**src/rtl/spi_shift_pkg.sv**
```systemverilog
package spi_shift_pkg;

    // One serial clock event, as seen by the shift core
    typedef struct packed {
        logic lead;   // edge leaving the idle level
        logic trail;  // edge returning to the idle level
    } sclk_evt_t;

endpackage

```
**src/rtl/spi_sclk_gen.sv**
```systemverilog
module spi_sclk_gen
    import spi_shift_pkg::*;
#(
    parameter int DIV_W = 8,
    parameter int BITS  = 8
) (
    input  logic             clk,
    input  logic             rst_n,
    input  logic             start_i,
    input  logic             cpol_i,
    input  logic [DIV_W-1:0] div_i,
    output logic             sclk_o,
    output sclk_evt_t        evt_o,
    output logic             running_o
);

    localparam int EDGES = 2 * BITS;
    localparam int TCW   = $clog2(EDGES + 1);

    typedef struct packed {
        logic             running;
        logic             sclk;
        logic [DIV_W-1:0] div_cnt;
        logic [TCW-1:0]   tog_cnt;
    } gen_st_t;

    gen_st_t          q, d;
    logic [DIV_W-1:0] half_m1;
    sclk_evt_t        evt;

    always_comb begin
        half_m1 = (div_i == '0) ? '0 : (div_i - DIV_W'(1));
        d       = q;
        evt     = '0;
        if (start_i) begin
            d.running = 1'b1;
            d.sclk    = cpol_i;
            d.div_cnt = '0;
            d.tog_cnt = '0;
        end else if (q.running) begin
            if (q.div_cnt == half_m1) begin
                d.div_cnt = '0;
                d.sclk    = ~q.sclk;
                if (q.sclk == cpol_i) evt.lead = 1'b1;
                else                  evt.trail = 1'b1;
                d.tog_cnt = q.tog_cnt + TCW'(1);
                if (q.tog_cnt == TCW'(EDGES - 1)) d.running = 1'b0;
            end else begin
                d.div_cnt = q.div_cnt + DIV_W'(1);
            end
        end
    end

    always_ff @(posedge clk or negedge rst_n) begin
        if (!rst_n) q <= '0;
        else        q <= d;
    end

    assign sclk_o    = q.running ? q.sclk : cpol_i;
    assign evt_o     = evt;
    assign running_o = q.running;

    // the clock is back at its idle level when a run ends
    assert_idle_return_R2: assert property (@(posedge clk) disable iff (!rst_n)
        $fell(q.running) |-> (q.sclk == cpol_i));

    // never more than the edge budget of one transfer
    assert_edge_budget_R8: assert property (@(posedge clk) disable iff (!rst_n)
        q.tog_cnt <= TCW'(EDGES));

    // the divider count stays inside the half-period
    assert_div_bound_R8: assert property (@(posedge clk) disable iff (!rst_n)
        q.running |-> (q.div_cnt <= half_m1));

endmodule

```
**src/rtl/spi_sclk_sync.sv**
```systemverilog
module spi_sclk_sync
    import spi_shift_pkg::*;
#(
    parameter int STAGES = 2
) (
    input  logic      clk,
    input  logic      rst_n,
    input  logic      sclk_i,
    input  logic      sdi_i,
    input  logic      cpol_i,
    output sclk_evt_t evt_o,
    output logic      sdi_o
);

    localparam int CLEN = STAGES + 1;

    typedef struct packed {
        logic [CLEN-1:0]   clk_sh;
        logic [STAGES-1:0] dat_sh;
    } sync_st_t;

    sync_st_t q, d;
    logic     cur, prev, rise, fall;

    always_comb begin
        d.clk_sh = (q.clk_sh << 1) | CLEN'(sclk_i);
        d.dat_sh = (q.dat_sh << 1) | STAGES'(sdi_i);
    end

    always_ff @(posedge clk or negedge rst_n) begin
        if (!rst_n) q <= '0;
        else        q <= d;
    end

    always_comb begin
        cur        = q.clk_sh[STAGES-1];
        prev       = q.clk_sh[STAGES];
        rise       = cur & ~prev;
        fall       = ~cur & prev;
        evt_o.lead  = cpol_i ? fall : rise;
        evt_o.trail = cpol_i ? rise : fall;
    end

    assign sdi_o = q.dat_sh[STAGES-1];

endmodule

```
**src/rtl/spi_shift_core.sv**
```systemverilog
module spi_shift_core
    import spi_shift_pkg::*;
#(
    parameter int W = 8
) (
    input  logic         clk,
    input  logic         rst_n,
    input  logic         load_i,
    input  logic [W-1:0] data_i,
    input  logic         cpha_i,
    input  sclk_evt_t    evt_i,
    input  logic         sdi_i,
    output logic         sr_msb_o,
    output logic [W-1:0] rx_o,
    output logic         done_o,
    output logic         active_o
);

    localparam int CW = $clog2(W + 1);

    typedef struct packed {
        logic [W-1:0]  sr;
        logic          smp;
        logic [CW-1:0] cnt;
        logic          active;
        logic          done;
        logic [W-1:0]  rx;
    } core_st_t;

    core_st_t q, d;
    logic     sample_ev, update_ev;

    always_comb begin
        sample_ev = cpha_i ? evt_i.trail : evt_i.lead;
        update_ev = cpha_i ? evt_i.lead  : evt_i.trail;
        d         = q;
        if (load_i) begin
            d.sr     = data_i;
            d.cnt    = '0;
            d.active = 1'b1;
            d.done   = 1'b0;
        end else if (q.active) begin
            // no shift before the first capture: the MSB stays on the line
            if (update_ev && (q.cnt != '0)) d.sr = {q.sr[W-2:0], q.smp};
            if (sample_ev) begin
                d.smp = sdi_i;
                d.cnt = q.cnt + CW'(1);
                if (q.cnt == CW'(W - 1)) begin
                    d.active = 1'b0;
                    d.done   = 1'b1;
                    d.rx     = {q.sr[W-2:0], sdi_i};
                end
            end
        end
    end

    always_ff @(posedge clk or negedge rst_n) begin
        if (!rst_n) q <= '0;
        else        q <= d;
    end

    assign sr_msb_o = q.sr[W-1];
    assign rx_o     = q.rx;
    assign done_o   = q.done;
    assign active_o = q.active;

    // completion only after the full bit count
    assert_done_count_R7: assert property (@(posedge clk) disable iff (!rst_n)
        $rose(q.done) |-> (q.cnt == CW'(W)));

    // the top never hands over a load while a transfer is armed
    assert_load_idle_R10: assert property (@(posedge clk) disable iff (!rst_n)
        load_i |-> !q.active);

    // the loaded MSB is on the output the cycle after the load
    assert_msb_after_load_R4: assert property (@(posedge clk) disable iff (!rst_n)
        load_i |=> (sr_msb_o == $past(data_i[W-1])));

    // an unarmed unit keeps its shift register and result
    assert_frozen_idle_R9: assert property (@(posedge clk) disable iff (!rst_n)
        (!q.active && !load_i) |=> ($stable(q.sr) && $stable(q.rx)));

    // the event source never reports two edges at once
    assert_single_edge_R3: assert property (@(posedge clk) disable iff (!rst_n)
        $onehot0({evt_i.lead, evt_i.trail}));

endmodule

```
**src/rtl/spi_shift_unit.sv**
```systemverilog
module spi_shift_unit
    import spi_shift_pkg::*;
#(
    parameter int DATA_W      = 8,
    parameter int DIV_W       = 8,
    parameter int SYNC_STAGES = 2
) (
    input  logic              clk,
    input  logic              rst_n,
    input  logic              cfg_master,
    input  logic              cfg_i2c,
    input  logic              cfg_cpol,
    input  logic              cfg_cpha,
    input  logic              cfg_oe,
    input  logic [DIV_W-1:0]  cfg_half_div,
    input  logic              ld_valid,
    input  logic [DATA_W-1:0] ld_data,
    output logic [DATA_W-1:0] rd_data,
    output logic              done,
    output logic              busy,
    input  logic              sclk_in,
    output logic              sclk_out,
    output logic              sclk_oe,
    input  logic              sdi,
    output logic              sdo,
    output logic              sdo_oe
);

    logic      enabled, is_master, load_ok;
    logic      gen_running, core_active, sr_msb, sync_sdi, core_sdi;
    sclk_evt_t gen_evt, sync_evt, core_evt;

    assign enabled   = ~cfg_i2c;
    assign is_master = cfg_master & enabled;
    assign busy      = core_active | gen_running;
    assign load_ok   = ld_valid & enabled & ~busy;

    spi_sclk_gen #(.DIV_W(DIV_W), .BITS(DATA_W)) u_gen (
        .clk       (clk),
        .rst_n     (rst_n),
        .start_i   (load_ok & is_master),
        .cpol_i    (cfg_cpol),
        .div_i     (cfg_half_div),
        .sclk_o    (sclk_out),
        .evt_o     (gen_evt),
        .running_o (gen_running)
    );

    spi_sclk_sync #(.STAGES(SYNC_STAGES)) u_sync (
        .clk    (clk),
        .rst_n  (rst_n),
        .sclk_i (sclk_in),
        .sdi_i  (sdi),
        .cpol_i (cfg_cpol),
        .evt_o  (sync_evt),
        .sdi_o  (sync_sdi)
    );

    assign core_evt = is_master ? gen_evt : sync_evt;
    assign core_sdi = is_master ? sdi     : sync_sdi;

    spi_shift_core #(.W(DATA_W)) u_core (
        .clk      (clk),
        .rst_n    (rst_n),
        .load_i   (load_ok),
        .data_i   (ld_data),
        .cpha_i   (cfg_cpha),
        .evt_i    (core_evt),
        .sdi_i    (core_sdi),
        .sr_msb_o (sr_msb),
        .rx_o     (rd_data),
        .done_o   (done),
        .active_o (core_active)
    );

    assign sclk_oe = is_master;
    assign sdo_oe  = cfg_oe & enabled;
    assign sdo     = (cfg_oe & enabled) ? sr_msb : 1'b0;

    // a parked unit drives neither pin
    assert_parked_quiet_R1: assert property (@(posedge clk) disable iff (!rst_n)
        cfg_i2c |-> (!sclk_oe && !sdo_oe));

    // a parked unit never starts a transfer
    assert_parked_idle_R1: assert property (@(posedge clk) disable iff (!rst_n)
        (cfg_i2c && !busy) |=> !busy);

endmodule

```
**config.mk**
```make
export PLATFORM = sky130hd
export DESIGN_NAME = spi_shift_unit
export DESIGN_NICKNAME = d
export VERILOG_FILES = /design/src/rtl/spi_shift_pkg.sv /design/src/rtl/spi_sclk_gen.sv /design/src/rtl/spi_sclk_sync.sv /design/src/rtl/spi_shift_core.sv /design/src/rtl/spi_shift_unit.sv
export SDC_FILE = /design/constraint.sdc
export NUM_CORES = 1
export LEC_CHECK = 0
export BUFFER_PORTS_ARGS = -buffer_cell sky130_fd_sc_hd__buf_2
export CORE_UTILIZATION = 55
export CTS_CLUSTER_SIZE = 12
export DETAILED_ROUTE_END_ITERATION = 8
export GPL_TIMING_DRIVEN = 0
export MAX_ROUTING_LAYER = met4
export PLACE_DENSITY = 0.86
export SYNTH_ARGS = -nofsm -noshare
export SYNTH_HDL_FRONTEND = slang
export SYNTH_HIERARCHICAL = 1
export SYNTH_SLANG_ARGS = --single-unit
```
**constraint.sdc**
```tcl
create_clock -name clk -period 5.31 [get_ports clk]
set_clock_uncertainty 0.1 [all_clocks]
set_input_delay 0.2655 -clock clk [delete_from_list [all_inputs] [get_ports clk]]
set_output_delay 0.2655 -clock clk [all_outputs]
set_load 0.1 [all_outputs]
```
==> metrics.md, run 1 <==
| Metric | Value |
|---|---|
| Syn Nets | `313` |
| Htree depth | `2` |
| CTS Buf Count | `5` |
| Netlist cell types | `61` |
| Worst Path Max Fanout | `9` |
| Synth area leaders | `dfrtp_1 38%, mux2_2 9.4%, nor2_1 2.8%` |
| Largest net degree at the start of global routing | `44` |
| Vias in the first global route | `2247` |
| Worst path arrival time | `4.21 ns` |
| Most frequent cells in the layout | `43 x dfrtp_1, 42 x buf_2, 24 x mux2_2, 21 x nor2_1` |
| Worst Max-Slew Pin Slew | `0.9402 ns` |
| Slowest stage cell, crit path | `nor4b_4` |
| Synthesized area | `0.002864 mm²` |
| Commonest non-fill, non-tap cell in the layout | `dfrtp_1` |
| PD cells | `336.4 mW/mm²` |
| Via count | `2300` |
| Sequential fraction of the synthesis area | `37.57%` |
| Largest family of logic cells by synthesized area | `simple AND/OR/NAND/NOR gates` |
| CTS Root Cell | `clkbuf_8` |
| Wl on met1 | `2738 µm` |
| Slew Limit Fails | `0` |
| Yosys top cell by area | `dfrtp_1` |
| Share of layout cells above drive strength 1 | `32.22%` |
| Synth Area in Simple Gates | `24.03%` |
| Gpl congestion | `0.9388` |
| #FFs+latches synth | `43` |
| DIE AREA | `0.005500 mm²` |
| FP Rows | `25` |
| VDD IR max | `0.1772 mV` |
| Clk sinks | `43` |
| Initial antenna violation count | `0` |
| Initial Util | `58.69%` |
| Class of the worst hold path | `input port to asynchronous set/reset pin` |
| CP cell instances | `buf_2 -> inv_1 -> ha_1 -> or3b_4 -> a2111oi_4 -> o22ai_1 -> o31a_4 -> or4_1 -> nor4_1 -> mux2_4 -> mux2i_1 -> nor4b_4 -> mux2_2` |
| Setup CP Type | `input port to flop` |
| Setup Total Neg Slack | `0 ns` |
| Area taken by multi-input logic gates | `0.001625 mm²` |
| DPL Wire Length | `4362 µm` |
| Post-CTS resize count | `0` |
| Layout area overhead | `13.50%` |
| Post-CTS setup buffer count | `0` |
| Remaining global-route overflow | `0` |
| R2R Setup Slk | `1.35 ns` |
| Compound-Gate Fraction of Synth Area | `13.76%` |
| Register area | `0.001076 mm²` |
| Number of DRC markers in iteration 0 | `106` |
| Commonest register cell after synthesis | `dfrtp_1` |
| Post-Synth Adder-Cell Area | `2.621%` |
| Clock Latency Late Sink | `0.30 ns` |
| Layout filler cell count | `398` |
| Drt drc | `0` |
| Status | `complete, no violations` |
| TritonCTS clock tree | `built` |
| Share of the synthesized area in the top cell type | `37.57%` |
| Slew Limit Headroom | `37.32%` |
| Maximum operating frequency | `242.3 MHz` |
| Inserted Diodes | `0` |
| Routed WL per cell | `15.15 µm` |
| Max-cap viol count | `0` |
| Port Buffers | `38` |
| EDFF count, synth | `0` |
| Via density | `5.808` |
| Routed Wire Length | `6000 µm` |
| Synth Warn # | `6` |
| First-pass GRT wire length | `9922 µm` |
| Total Routing Usage GR | `24.42%` |
| Hold_buf cts | `2` |
| Post-route cell area | `0.003251 mm²` |
| Final ANT Viol Nets | `0` |
| Routed wl met2 | `2937 µm` |
| RSZ-0062 raised after global routing | `no` |
| Fin crit share | `77.72%` |
| IO Pins | `40` |
| FFs w/ async S/R, synth | `100.0%` |
| Synthesized area per cell | `10.19 µm²` |
| Worst Setup End Kind | `flop` |
| Die width | `74.16 µm` |
| CP Launch Type | `input port` |
| Core area | `0.004880 mm²` |
| Top sig layer | `met4` |
| Final setup violation count | `0` |
| Dpl cell area | `0.003138 mm²` |
| Final Hold Viols | `0` |
| Pre-antenna DRT Iters | `4` |
| Min cycle time layout | `4.127 ns` |
| Post-synthesis xor/xnor area fraction | `2.141%` |
| Cells after Synth | `281` |
| Mux cell area share after synthesis | `14.20%` |
| CTS clock-pin slew for the worst setup and hold paths | `0.09 ns` |
| Worst Path Required | `5.40 ns` |
| DR WL met3 | `245 µm` |
| Chip Height | `74.16 µm` |
| CTS Buffer Depth | `2` |
| Nets@finish | `360` |
| Max stage delay on crit path | `0.65 ns` |
| P_leak | `1.501 nW` |
## worst max-delay path: cells and delay by family
kind | cells | cell delay, ns
AOI/OAI and AO/OA | 3 | 0.64
buffers and inverters | 2 | 0.21
muxes | 3 | 0.82
adders and majority gates | 1 | 0.33
and+or+nand+nor | 4 | 1.91
## cell families after synthesis
| kind of cell | Yosys count |
|---|---|
| fa+ha+maj | 6 |
| compound gates | 48 |
| flops | 43 |
| mux | 35 |
| xor+xnor | 7 |
| simple gates | 110 |
| buf+inv | 32 |
## worst paths after layout
kind / start / end / cells after the start
max reg2reg: u_gen/q[6] / u_core/rx_o[1] / 10
min: rst_n / u_gen/q[5] / 1
max in group asynchronous: rst_n / u_core/q[15] / 1
max: cfg_half_div[0] / u_core/rx_o[1] / 13
min in group clk: ld_data[6] / u_core/q[21] / 4
min reg2reg: u_sync/q[0] / u_sync/sdi_o / 0
## through the flow
step           util [%]  instances   power, W  hold slack (ns)  worst slack [ns]
4_1_cts           66.62        396   0.001098          0.03613             1.186
2_1_floorplan         -        281  0.0007802          -0.1301             1.568
5_1_grt           66.62        396   0.001167          0.09178             1.050
3_5_place_dp      64.31        386  0.0008789           0.2395            0.8852
3_3_place_gp      64.31        386  0.0008560           0.2330             1.036
6_report          66.62        396   0.001094         0.001976             1.183
## per-layer routing
layer  up-vias  GRT usage [%]
met4         0          8.547
met5         -              -
li1       1123              -
met2        59          39.70
met3         7          4.607
met1      1111          30.45
## final cells by class
type,count,area share [%]
multi-input cells,206,50.00
well taps,67,2.579
repair buffers,40,6.467
plain buffers,21,3.734
clock inverters,3,0.7313
flip-flops and latches,43,33.10
inverters,11,1.270
clock buffers,5,2.117
## sequential cells by signal, summed over array words and instances (netlist names)
signal           count
u_gen/q             14
u_core/q            12
u_core/rx_o          8
u_sync/q             2
u_core/active_o      1
u_core/done_o        1
u_core/sr_msb_o      1
u_gen/running_o      1
u_sync/cur           1
u_sync/prev          1
u_sync/sdi_o         1
## cell usage after synthesis, drive strengths merged, types with 2 or more instances
cell    number
nor2b       11
xnor2        3
buf         15
xor2         4
nand2       10
nand3       11
clkbuf       6
inv         11
o31a         2
or4          3
ha           6
or2          2
mux2i        5
and3         6
a211o        2
a21oi        3
a31oi        2
mux2        30
o31ai        5
nand3b       2
or3b         4
a22o         7
nor4b        3
nand2b       9
a221oi       2
nor2        21
o22ai        3
dfrtp       43
nor3         7
o32ai        2
or3          4
nor4        11
o21bai       2
o21ai       11
## power breakdown
group	leakage, nW	internal, W	switching (W)
combinational	0.918	0.000181	0.000226
sequential	0.542	0.000398	0.0000747
clock	0.0408	0.0000941	0.000121
total	1.50	0.000673	0.000421
Note: power is estimated with default switching activity, not from simulation.
==> run 2, diff against run 1 <==
CORE_UTILIZATION = 52   (was 55)
PLACE_DENSITY = 0.85   (was 0.86)
clock period = 3.7 ns   (was 5.31 ns; I/O delays follow)
==> run 2 against run 1 <==
Routed wire length is 1.7% higher; critical path depth down 1; die area grew 5.6%; global-route usage decreased by 2.1 points; worst hold slack better by 0.14 ns; flip-flop and latch count is the same; register-to-register slack lost 1.2 ns; worst setup slack got worse by 1.0 ns; clock-buffer cell count did not move; sequential share of layout area is 1.5 points lower; via count rose by 1.1%.
==> metrics.md, run 2 (same netlist as run 1, synthesis figures left out) <==
| Metric | Value |
|---|---|
| Layout area overhead | `18.96%` |
| Clock network power share | `22.1% (+2.5 points)` |
| Comb pwr share | `36.2% (-1.0 points)` |
| Worst Path Max Fanout | `8 (-1)` |
| Class of the worst hold path | `input port to flop` |
| FP Rows | `26 (+4.0%)` |
| Routed WL per cell | `15.03 µm (-0.79%)` |
| Setup CP Type | `flop to flop` |
| Layout filler cell count | `401 (+0.75%)` |
| Worst Path Required | `3.79 ns (-1.61 ns)` |
| Remaining global-route overflow | `0 (unchanged)` |
| CTS Root Cell | `clkbuf_8` |
| Slew Limit Fails | `0 (unchanged)` |
| PD cells | `489.5 mW/mm² (+45%)` |
| Worst Max-Slew Pin Slew | `0.9476 ns (+0.007337 ns)` |
| Max stage delay on crit path | `0.53 ns (-0.12 ns)` |
| Initial Util | `55.02% (-3.7 points)` |
| Die width | `76.22 µm (+2.8%)` |
| Port Buffers | `38 (unchanged)` |
| CP Launch Type | `flop` |
| IO Pins | `40 (unchanged)` |
| Min Hold Slack | `0.1401 ns (+0.1382 ns)` |
| Final ANT Viol Nets | `0 (unchanged)` |
| Max-cap viol count | `0 (unchanged)` |
| Area taken by multi-input logic gates | `0.001694 mm² (+4.2%)` |
| Seq pwr share | `41.7% (-1.5 points)` |
| Slew Limit Headroom | `36.83% (-0.49 points)` |
| Int Pwr | `0.001056 W (+57%)` |
| Nets@finish | `367 (+1.9%)` |
| Most frequent cells in the layout | `42 x buf_2, 42 x dfrtp_1, 24 x mux2_2, 21 x nor2_1, 16 x buf_4` |
| Via density | `5.727 (-1.4%)` |
| Min cycle time layout | `3.525 ns` |
| Final Hold Viols | `0 (unchanged)` |
| Maximum operating frequency | `283.7 MHz` |
| DIE AREA | `0.005809 mm² (+5.6%)` |
| Setup Total Neg Slack | `0 ns (unchanged)` |
| Core area | `0.005205 mm² (+6.7%)` |
| Fin crit share | `95.26%` |
| Sw power | `0.0006113 W (+45%)` |
| Reg with most FFs | `u_gen/q` |
| RSZ-0062 raised after global routing | `no` |
| Share of layout cells above drive strength 1 | `36.61% (+4.4 points)` |
| R2R Setup Slk | `0.18 ns (-1.17 ns)` |
| Layout Utilization | `65.46% (-1.2 points)` |
| Drt drc | `0 (unchanged)` |
| Gpl congestion | `0.8656 (-7.8%)` |
| Pre-antenna DRT Iters | `4 (unchanged)` |
| CTS Buf Count | `5 (unchanged)` |
| Largest net degree at the start of global routing | `44 (unchanged)` |
| P_leak | `1.575 nW (+5.0%)` |
| Routed Wire Length | `6103 µm (+1.7%)` |
| CP cell instances | `buf_2 -> nand2b_1 -> a2111oi_4 -> o22ai_2 -> o31a_4 -> or4_4 -> nor4b_4 -> mux2_4 -> mux2i_4 -> nor4b_4 -> buf_6 -> mux2_2` |
| Number of DRC markers in iteration 0 | `131 (+24%)` |
| Slowest stage cell, crit path | `or4_4` |
| TritonCTS clock tree | `built` |
| Max reg flops | `14 (unchanged)` |
| Chip Height | `76.22 µm (+2.8%)` |
| Final WS setup | `0.1755 ns (-1.008 ns)` |
| Clock Latency Late Sink | `0.30 ns (about the same)` |
| Worst Setup End Kind | `flop` |
| Status | `complete, no violations` |
| Switch share | `36.66% (-1.8 points)` |
| Final setup violation count | `0 (unchanged)` |
| Clk sinks | `43 (unchanged)` |
| Worst path most repeated cell | `nor4b_4` |
| Setup WS pre-CTS | `-0.6292 ns (-1.514 ns)` |
| DPL Wire Length | `4441 µm (+1.8%)` |
| Initial antenna violation count | `0 (unchanged)` |
| VDD IR max | `0.2992 mV (+69%)` |
| Total Routing Usage GR | `22.35% (-2.1 points)` |
| Inserted Diodes | `0 (unchanged)` |
| Worst path arrival time | `3.62 ns (-0.59 ns)` |
| Via count | `2325 (+1.1%)` |
| Htree depth | `2 (unchanged)` |
| First-pass GRT wire length | `10180 µm (+2.6%)` |
| CTS Buffer Depth | `2 (unchanged)` |
| Vias in the first global route | `2236 (-0.49%)` |
| CTS clock-pin slew for the worst setup and hold paths | `0.09 ns (about the same)` |
| Register area | `0.001077 mm² (+0.12%)` |
## run 2: metrics by stage
| step | cell area, µm² | total power [W] | std cells |
|---|---|---|---|
| after floorplan | 2864 | 0.001120 | 281 |
| after global placement | 3142 | 0.001225 | 389 |
| after detailed placement | 3142 | 0.001258 | 389 |
| after CTS | 3302 | 0.001631 | 402 |
| after global routing | 3407 | 0.001776 | 406 |
| final | 3407 | 0.001668 | 406 |
## run 2: power by group through the flow
stage / registers (W) / logic [W] / clock network [W]
after floorplan: 0.000665 / 0.000454 / 0
after global placement: 0.000677 / 0.000548 / 0
after detailed placement: 0.000685 / 0.000573 / 0
after CTS: 0.000675 / 0.000580 / 0.000376
after global routing: 0.000716 / 0.000664 / 0.000396
final: 0.000696 / 0.000603 / 0.000368
## run 2: what timing repair did
item | CTS | global route
gates resized for setup | 1 | 13
endpoints found under the setup margin | 9 | 9
endpoints found under the hold margin | 45 | 0
setup buffers | 2 | 5
pin swaps | 2 | 4
hold buffers | 3 | 0
## run 2: area by class of cell
type | count | area share (%)
Buffer | 20 | 3.452
Clock buffer | 5 | 2.020
Clock inverter | 3 | 1.285
Inverter | 11 | 1.212
Multi-Input combinational cell | 206 | 49.72
Sequential cell | 43 | 31.62
Tap cell | 70 | 2.571
Timing Repair Buffer | 48 | 8.116
## run 2: worst paths after layout
path | start | endpoint | cells past startpoint
worst max register to register | u_gen/q[11] | u_core/rx_o[3] | 12
worst min-delay path | ld_data[6] | u_core/q[21] | 4
worst min register to register | u_sync/q[0] | u_sync/sdi_o | 0
max in group asynchronous | rst_n | u_gen/q[6] | 2
worst max-delay path | u_gen/q[11] | u_core/rx_o[3] | 12
min in group asynchronous | rst_n | u_gen/q[5] | 2
## run 2: routing by layer
| metal | vias to the layer above | GRT usage (%) | share of wire [%] |
|---|---|---|---|
| met4 | 0 | 5.769 | 1.2 |
| li1 | 1138 | - | - |
| met1 | 1121 | 26.85 | 44 |
| met2 | 57 | 38.83 | 52 |
| met3 | 9 | 3.832 | 3.3 |
| met5 | - | - | 0 |
## run 2: critical path, delay by kind of cell (launching register included)
family                 cells  cell delay, ns
and+or+nand+nor            4            1.30
AOI/OAI and AO/OA          3            0.67
muxes                      3            0.65
buffers and inverters      2            0.35
DFF                        1            0.37
==> run 3, diff against run 2 <==
CORE_UTILIZATION = 55   (was 52)
PLACE_DENSITY = 0.86   (was 0.85)
clock period = 3.4 ns   (was 3.7 ns; I/O delays follow)
==> run 3 against run 2 <==
Cell area increased by 2.7%; die area decreased by 5.3%; worst hold slack got worse by 0.013 ns; via count increased by 1.7%; sequential power increased by 8.3%; highest routed layer unchanged; routed wire length increased by 3.8%; non-clock buffer count increased by 2; total power increased by 9.1%; register-to-register slack got worse by 0.07 ns; maximum frequency increased by 7.0%; critical endpoint is now u_core/rx_o[4].
==> metrics.md, run 3 (same netlist as run 1, synthesis figures left out) <==
| Metric | Value |
|---|---|
| Worst Setup End Kind | `flop` |
| Drt drc | `0 (unchanged)` |
| Fin crit share | `96.91% (+1.6 points)` |
| R2R Setup Slk | `0.11 ns (-0.07 ns)` |
| Layout area overhead | `22.15%` |
| Clock Latency Late Sink | `0.30 ns (about the same)` |
| Nets@finish | `369 (+0.54%)` |
| Total Routing Usage GR | `25.28% (+2.9 points)` |
| Port Buffers | `38 (unchanged)` |
| CP Launch Type | `flop` |
| Class of the worst hold path | `input port to flop` |
| Worst Path Max Fanout | `8 (unchanged)` |
| P_leak | `1.594 nW (+1.2%)` |
| CTS Root Cell | `clkbuf_8` |
| Worst Path Required | `3.49 ns (-0.30 ns)` |
| CP cell instances | `buf_6 -> nand2b_4 -> a2111oi_4 -> o22ai_2 -> o31a_4 -> or4_4 -> nor4b_2 -> mux2_4 -> mux2i_4 -> nor4b_4 -> buf_4 -> mux2_4` |
| CTS clock-pin slew for the worst setup and hold paths | `0.09 ns (about the same)` |
| Inserted Diodes | `0 (unchanged)` |
| Reg with most FFs | `u_gen/q` |
| Min cycle time layout | `3.295 ns (-0.2297 ns)` |
| Most frequent cells in the layout | `40 x buf_2, 40 x dfrtp_1, 20 x nor2_1, 18 x buf_4, 17 x mux2_2` |
| Routed Wire Length | `6337 µm (+3.8%)` |
| Area taken by multi-input logic gates | `0.001774 mm² (+4.7%)` |
| Final Hold Viols | `0 (unchanged)` |
| Layout filler cell count | `378 (-5.7%)` |
| Share of layout cells above drive strength 1 | `40.53% (+3.9 points)` |
| Dpl cell area | `0.003229 mm² (+2.8%)` |
| Final setup violation count | `0 (unchanged)` |
| Worst path arrival time | `3.38 ns (-0.24 ns)` |
| VDD IR max | `0.3357 mV (+12%)` |
| Final ANT Viol Nets | `0 (unchanged)` |
| CTS Buf Count | `5 (unchanged)` |
| Gpl congestion | `0.8496 (-1.8%)` |
| R2R depth | `12 (unchanged)` |
| Chip Height | `74.16 µm (-2.7%)` |
| Worst Max-Slew Pin Slew | `0.9361 ns (-0.01146 ns)` |
| Die width | `74.16 µm (-2.7%)` |
| Via count | `2365 (+1.7%)` |
| Slew Limit Fails | `0 (unchanged)` |
| Slew Limit Headroom | `37.59% (+0.76 points)` |
| Core area | `0.004880 mm² (-6.2%)` |
| Critical hold path startpoint | `ld_data[5]` |
| Initial antenna violation count | `0 (unchanged)` |
| Min Hold Slack | `0.1276 ns (-0.01258 ns)` |
| Worst r2r dst | `u_core/rx_o[4]` |
| Number of DRC markers in iteration 0 | `117 (-11%)` |
| Maximum operating frequency | `303.5 MHz (+7.0%)` |
| Post-route cell area | `0.003498 mm² (+2.7%)` |
| PD cells | `519.9 mW/mm² (+6.2%)` |
| CP bufs+invs | `2 (unchanged)` |
| Largest net degree at the start of global routing | `44 (unchanged)` |
| Vias in the first global route | `2160 (-3.4%)` |
| TritonCTS clock tree | `built` |
| Routed WL per cell | `15.65 µm (+4.1%)` |
| Setup CP Type | `flop to flop` |
| Hold Path End | `u_core/q[20]` |
| CTS Buffer Depth | `2 (unchanged)` |
| Via density | `5.840 (+2.0%)` |
| IO Pins | `40 (unchanged)` |
| Worst path top cell family by delay | `simple AND/OR/NAND/NOR gates` |
| Htree depth | `2 (unchanged)` |
| Pre-antenna DRT Iters | `5 (+1)` |
| Max-cap viol count | `0 (unchanged)` |
| DPL Wire Length | `4525 µm (+1.9%)` |
| Design Power | `0.001819 W (+9.1%)` |
| Worst path most repeated cell | `mux2_4` |
| Slowest stage cell, crit path | `or4_4` |
| Max reg flops | `14 (unchanged)` |
| Register area | `0.001080 mm² (+0.23%)` |
| Worst r2r src | `u_gen/q[11]` |
| Remaining global-route overflow | `0 (unchanged)` |
| DIE AREA | `0.005500 mm² (-5.3%)` |
| Status | `complete, no violations` |
| Clk sinks | `43 (unchanged)` |
| Max stage delay on crit path | `0.44 ns (-0.09 ns)` |
| Hold path cells | `3 (-1)` |
| First-pass GRT wire length | `10140 µm (-0.40%)` |
| FP Rows | `25 (-3.8%)` |
| Initial Util | `58.69% (+3.7 points)` |
## run 3: worst reg2reg max path, stage by stage, from the launching register on
cell,delay [ns]
dfrtp_1,0.38
buf_6,0.14
nand2b_4,0.14
a2111oi_4,0.36
o22ai_2,0.15
o31a_4,0.15
or4_4,0.44
nor4b_2,0.22
mux2_4,0.21
mux2i_4,0.10
nor4b_4,0.28
buf_4,0.20
mux2_4,0.30
## run 3: worst max path at each step
stage	start	to	slack, ns	cells after the start
after CTS	u_gen/running_o	u_core/q[16]	0.004	9
final	u_gen/q[11]	u_core/rx_o[4]	0.11	12
after floorplan	cfg_half_div[2]	u_core/rx_o[4]	-0.03	11
after global routing	cfg_half_div[1]	u_core/rx_o[4]	-0.02	14
after detailed placement	cfg_half_div[1]	u_core/rx_o[4]	-0.61	13
after global placement	cfg_half_div[0]	u_core/rx_o[4]	-0.52	13
## run 3: stage by stage
step | TNS (ns) | setup WS (ns) | cells | utilization, %
5_1_grt | -0.05299 | -0.01519 | 405 | 71.69
3_5_place_dp | -6.304 | -0.6136 | 386 | 66.18
4_1_cts | 0 | 0.004358 | 401 | 69.95
2_1_floorplan | -0.05833 | -0.03280 | 281 | -
3_3_place_gp | -4.978 | -0.5191 | 386 | 66.18
6_report | 0 | 0.1052 | 405 | 71.69
## run 3: timing repair
item,in CTS,in global routing
setup buffers,5,4
hold buffers,3,0
gates resized for setup,7,13
endpoints found under the setup margin,17,16
endpoints found under the hold margin,45,0
pin swaps,4,5
## run 3: report_power, final
part	leakage, nW	internal [W]	switching [W]	total [W]
registers	0.539	0.000625	0.000129	0.000754
logic	1.01	0.000352	0.000375	0.000727
clock network	0.0408	0.000147	0.000190	0.000337
total	1.59	0.00112	0.000695	0.00182
## run 3: layout make-up
class	instances	share of cell area (%)
inverter	11	1.180
sequential	43	30.87
clock inverter	3	0.6795
timing repair buffer	50	8.333
buffer	20	3.863
clock buffer	5	1.967
multi-input combinational	206	50.72
tap	67	2.396
## run 3: routing by layer
| layer | wire (µm) | part of all wire, % | global-route usage, % |
|---|---|---|---|
| met1 | 3001 | 47 | 34.21 |
| met2 | 2951 | 47 | 38.08 |
| met3 | 276 | 4.4 | 4.878 |
| met4 | 108 | 1.7 | 8.547 |
| met5 | 0 | 0 | - |
